## src/rtl/cell_rx_pick.sv

```systemverilog
module cell_rx_pick #(
  parameter int NPORTS = 4,
  parameter int SEL_W  = 2
) (
  input  logic [NPORTS-1:0] en_n,
  output logic [SEL_W-1:0]  sel,
  output logic              any_low
);
  always_comb begin
    sel     = '0;
    any_low = 1'b0;
    for (int i = NPORTS - 1; i >= 0; i--) begin
      if (!en_n[i]) begin
        sel     = SEL_W'(i);
        any_low = 1'b1;
      end
    end
  end
endmodule

```

## src/rtl/cell_rx_lane.sv

```systemverilog
module cell_rx_lane #(
  parameter int CELL_LEN = 53,
  parameter int CNT_W    = 4
) (
  input  logic             clk,
  input  logic             rst_n,
  input  logic             pop,
  input  logic [CNT_W-1:0] cells,
  output logic             at_start,
  output logic             has_byte,
  output logic             clav
);
  localparam int POS_W = $clog2(CELL_LEN);
  localparam logic [POS_W-1:0] LAST = POS_W'(CELL_LEN - 1);

  logic [POS_W-1:0] pos;

  always_ff @(posedge clk or negedge rst_n) begin
    if (!rst_n)
      pos <= '0;
    else if (pop)
      pos <= (pos == LAST) ? '0 : pos + 1'b1;
  end

  assign at_start = (pos == '0);
  assign has_byte = !at_start || (cells != '0);
  assign clav     = cells > CNT_W'(!at_start);
endmodule

```

## src/rtl/cell_rx_mux.sv

```systemverilog
module cell_rx_mux #(
  parameter int NPORTS   = 4,
  parameter int DATA_W   = 8,
  parameter int CNT_W    = 4,
  parameter int CELL_LEN = 53
) (
  input  logic                     rx_clk,
  input  logic                     rst_n,
  input  logic                     diag_float,
  input  logic [NPORTS-1:0]        rx_en_n,
  input  logic [NPORTS*CNT_W-1:0]  fifo_cells,
  input  logic [NPORTS*DATA_W-1:0] fifo_byte,
  output logic [NPORTS-1:0]        fifo_pop,
  output logic [NPORTS-1:0]        rx_clav,
  output logic [DATA_W-1:0]        rx_data,
  output logic                     rx_soc,
  output logic                     rx_par,
  output logic                     rx_drive
);
  localparam int SEL_W = (NPORTS > 1) ? $clog2(NPORTS) : 1;

  logic [SEL_W-1:0]  sel;
  logic              any_low;
  logic [NPORTS-1:0] at_start, has_byte;
  logic              xfer;

  cell_rx_pick #(.NPORTS(NPORTS), .SEL_W(SEL_W)) u_pick (
    .en_n(rx_en_n), .sel(sel), .any_low(any_low)
  );

  for (genvar g = 0; g < NPORTS; g++) begin : g_lane
    assign fifo_pop[g] = xfer && (sel == SEL_W'(g));
    cell_rx_lane #(.CELL_LEN(CELL_LEN), .CNT_W(CNT_W)) u_lane (
      .clk(rx_clk), .rst_n(rst_n), .pop(fifo_pop[g]),
      .cells(fifo_cells[g*CNT_W +: CNT_W]),
      .at_start(at_start[g]), .has_byte(has_byte[g]), .clav(rx_clav[g])
    );
  end

  assign xfer     = any_low && has_byte[sel];
  assign rx_data  = xfer ? fifo_byte[sel*DATA_W +: DATA_W] : '0;
  assign rx_soc   = xfer && at_start[sel];
  assign rx_par   = ~(^rx_data);
  assign rx_drive = !(diag_float && (&rx_en_n));
endmodule

```

## config.mk

```make
export PLATFORM = sky130hd
export DESIGN_NAME = cell_rx_mux
export DESIGN_NICKNAME = d
export VERILOG_FILES = /design/src/rtl/cell_rx_pick.sv /design/src/rtl/cell_rx_lane.sv /design/src/rtl/cell_rx_mux.sv
export SDC_FILE = /design/constraint.sdc
export NUM_CORES = 1
export LEC_CHECK = 0
export BUFFER_PORTS_ARGS = -buffer_cell sky130_fd_sc_hd__buf_2
export CAP_MARGIN = 20
export CORE_ASPECT_RATIO = 0.7
export CORE_MARGIN = 5
export CORE_UTILIZATION = 30
export DETAILED_ROUTE_END_ITERATION = 8
export GPL_ROUTABILITY_DRIVEN = 1
export SKIP_LAST_GASP = 1
export SLEW_MARGIN = 40
export SYNTH_ARGS = -nofsm -noshare
export SYNTH_HDL_FRONTEND = slang
export SYNTH_SLANG_ARGS = --single-unit
```

## constraint.sdc

```tcl
create_clock -name rx_clk -period 3.5 [get_ports rx_clk]
set_input_delay 0.875 -clock rx_clk [delete_from_list [all_inputs] [get_ports rx_clk]]
set_output_delay 0.875 -clock rx_clk [all_outputs]
set_load 0.05 [all_outputs]
```

==> reports/metrics.yaml <==
startpoint: "rx_en_n[2]"
fin_crit_ns: 3.57
start_util_pct: 31.0
ir_drop_mv: 0.170
cts_max_level: 1
vias_per_cell: 5.13
antenna_found_initial: 0
regToRegSetupSlack_ns: 0.95
antenna_cells: 0
synth_area_sq_mm: 0.00228
reg2reg_from: "g_lane[0].u_lane.pos[1]"
drv_slew: 0
fin_tns_setup_ns: -0.0713
instances_no_fill: 478
hp-start: "g_lane[3].u_lane.pos[5]"
largest_reg_flops: 24
track_usage_pct: 13.7
slowest_delay_ns: 0.35
wl_um: 7030
start_kind: "primary input"
drive_above_1_share_pct: 39.5
gp_congestion: 0.864
grt_pass1_wl_um: 11100
numCtsBuffers: 3
clkTransAtPathRegs_ns: 0.08
final_common_cell: "buf_2"
hold_viol: 0
chipHeight_um: 82.9
hold_path_end: "g_lane[3].u_lane.pos[5]"
reg2reg_to: "g_lane[1].u_lane.pos[1]"
synth_nets: 340
core_sq_mm: 0.00735
grt_overflow: 0
placed_cells: 463
layout_top_registers: "g_lane.u_lane.pos (24)"
rsz0062_at_grt: "yes"
hold_class: "flip-flop to flip-flop"
p_leak_uw: 0.00156
outcome: "complete, but fails checks"
clock_skew_ns: 0.00509
syn_inst: 273
syn_to_final_growth_pct: 44.5
post-place-ws_ns: -0.242
ant_nets: 0
setup.worst_path.end_class: "output port"
ys_ff_latch: 24
root_buffer: "clkbuf_8"
final-setup-viol-count: 1
drt_iter0_drc: 103
avgRoutedWirePerCell_um: 14.7
fmax_mhz: 280
crit_arrival_ns: 2.70
worst_ep_required_time_ns: 2.62
drc: 0
synth_cell_types: 51
seq_area_frac_synth_pct: 26.4
relSlewSlack_pct: 63.9
clock_path_buffers: 2
clock-sinks: 24
worstMarginPinSlew_ns: 0.541
numPortBuffers: 73
layout_common_cells: "buf_2, o21ai_0, buf_4"
clk_latency_ns: 0.27
syn_avg_cell_area_sq_um: 8.34
powerDensity_mw_per_mm2: 410
num_vias: 2454
fp-row-count: 26
grt_max_degree: 25
yosysWarnings: 0
fin_ws_ns: -0.0713
worstPathCellList: "buf_12, buf_12, nand2b_1, a31o_2, a211oi_1, o211ai_1, a211o_1, a21o_1, buf_6"
grt_pass1_vias: 2452
dp_hpwl_um: 5330
path_class: "primary input to output port"
worstPathMaxFanout: 7
largest-register: "g_lane.u_lane.pos"
cp_common_cell: "buf_12"
io_pins: 74
finalCritPeriodShare_pct: 102
nets: 448
cts_tree: "built"
fillers: 717
fp.dieW_um: 114
r2r_cells: 10
drv_cap: 0
die_area_sq_mm: 0.00946
hold_depth: 1
firstDrtPassIters: 4
violations: "setup timing"
critPathSlowestCell: "a211oi_1"
==> metal layers <==
metal,GRT usage (%),up-vias,routed length (um)
met5,0,-,0
met4,1.51,0,57
met3,3.20,6,272
met2,22.6,43,3330
met1,18.6,1167,3370
li1,-,1238,-
==> critical path: cells and delay by family <==
| kind | cells | cell delay, ns |
|---|---|---|
| buf+inv | 3 | 0.38 |
| simple gates | 1 | 0.13 |
| compound gates | 5 | 1.30 |
==> worst max path at each step <==
stage,end,slack (ns),cells after the start
floorplan,rx_data[1],-0.05,6
CTS,rx_par,-0.06,8
global route,rx_par,-0.14,9
detailed placement,rx_par,-0.24,9
global placement,rx_par,-0.17,9
finish,rx_par,-0.07,9
==> cells by family (layout without fill, tap and decap cells) <==
kind of cell             after synthesis  after routing  share of synthesized area [%]
AO/OA/AOI/OAI                         96             96                           29.3
buffers and inverters                 38            145                           8.52
AND/OR/NAND/NOR                       98             98                           26.4
flip-flops                            24             24                           26.4
multiplexers                           5              5                           2.80
adder cells (fa/ha/maj)               12             12                           6.59
==> cells in the mapped netlist (all sizes together) <==
| master | n | area (sq um) |
|---|---|---|
| nor2b | 7 | 43.8 |
| o21ai | 41 | 205 |
| a31o | 3 | 26.3 |
| nand4 | 5 | 31.3 |
| a21boi | 3 | 22.5 |
| a21o | 2 | 22.5 |
| mux2 | 5 | 63.8 |
| o21a | 1 | 7.51 |
| o31ai | 5 | 37.5 |
| a22o | 1 | 8.76 |
| buf | 17 | 115 |
| a221oi | 1 | 8.76 |
| and3 | 5 | 31.3 |
| o41ai | 1 | 27.5 |
| a21oi | 12 | 63.8 |
| and4b | 6 | 60.1 |
| a311oi | 1 | 8.76 |
| a221o | 1 | 10.0 |
| dfrtp | 24 | 601 |
| nand3b | 6 | 45.0 |
| a32oi | 1 | 16.3 |
| nand2b | 8 | 57.6 |
| a211oi | 5 | 37.5 |
| inv | 21 | 78.8 |
| nor4b | 3 | 32.5 |
| a211o | 4 | 35.0 |
| a31oi | 4 | 25.0 |
| nor2 | 16 | 60.1 |
| nor4 | 3 | 18.8 |
| or4 | 4 | 33.8 |
| a2bb2oi | 1 | 26.3 |
| nor3 | 5 | 36.3 |
| and4 | 2 | 17.5 |
| ha | 12 | 150 |
| or3 | 3 | 18.8 |
| nand3 | 8 | 50.1 |
| o2111a | 1 | 11.3 |
| nand2 | 17 | 63.8 |
| o211ai | 4 | 30.0 |
| o21bai | 1 | 7.51 |
| o211a | 3 | 30.0 |
==> final cells by class <==
class | instances | area (sq um) | share of cell area [%]
Multi-Input combinational cell | 211 | 1540 | 46.8
Inverter | 21 | 78.8 | 2.40
Clock buffer | 4 | 55.1 | 1.67
Sequential cell | 24 | 601 | 18.3
Tap cell | 98 | 123 | 3.73
Timing Repair Buffer | 120 | 893 | 27.1
==> timing repair <==
action | CTS | global route
gates resized for setup | 15 | 22
hold buffers | 0 | 0
endpoints found under the setup margin | 6 | 12
buffers inserted | 0 | 8
gates cloned | 0 | 3
pin swaps | 3 | 8
==> per-stage QoR <==
step	util, %	cell area, sq um	hold WS [ns]	power (uW)
after floorplan	-	2280	0.460	912
after global routing	44.8	3290	0.548	1470
final	44.8	3290	0.497	1350
after detailed placement	40.3	2960	0.485	1110
after global placement	40.3	2960	0.492	1090
after CTS	41.7	3070	0.496	1320
==> report_power, final <==
group	switching, uW	internal [uW]	leakage (uW)	total, uW
sequential	121	372	0.000305	493
combinational	349	316	0.00123	664
clock	89.7	100	0.0000288	190
Power figures use the tool's default switching activity.
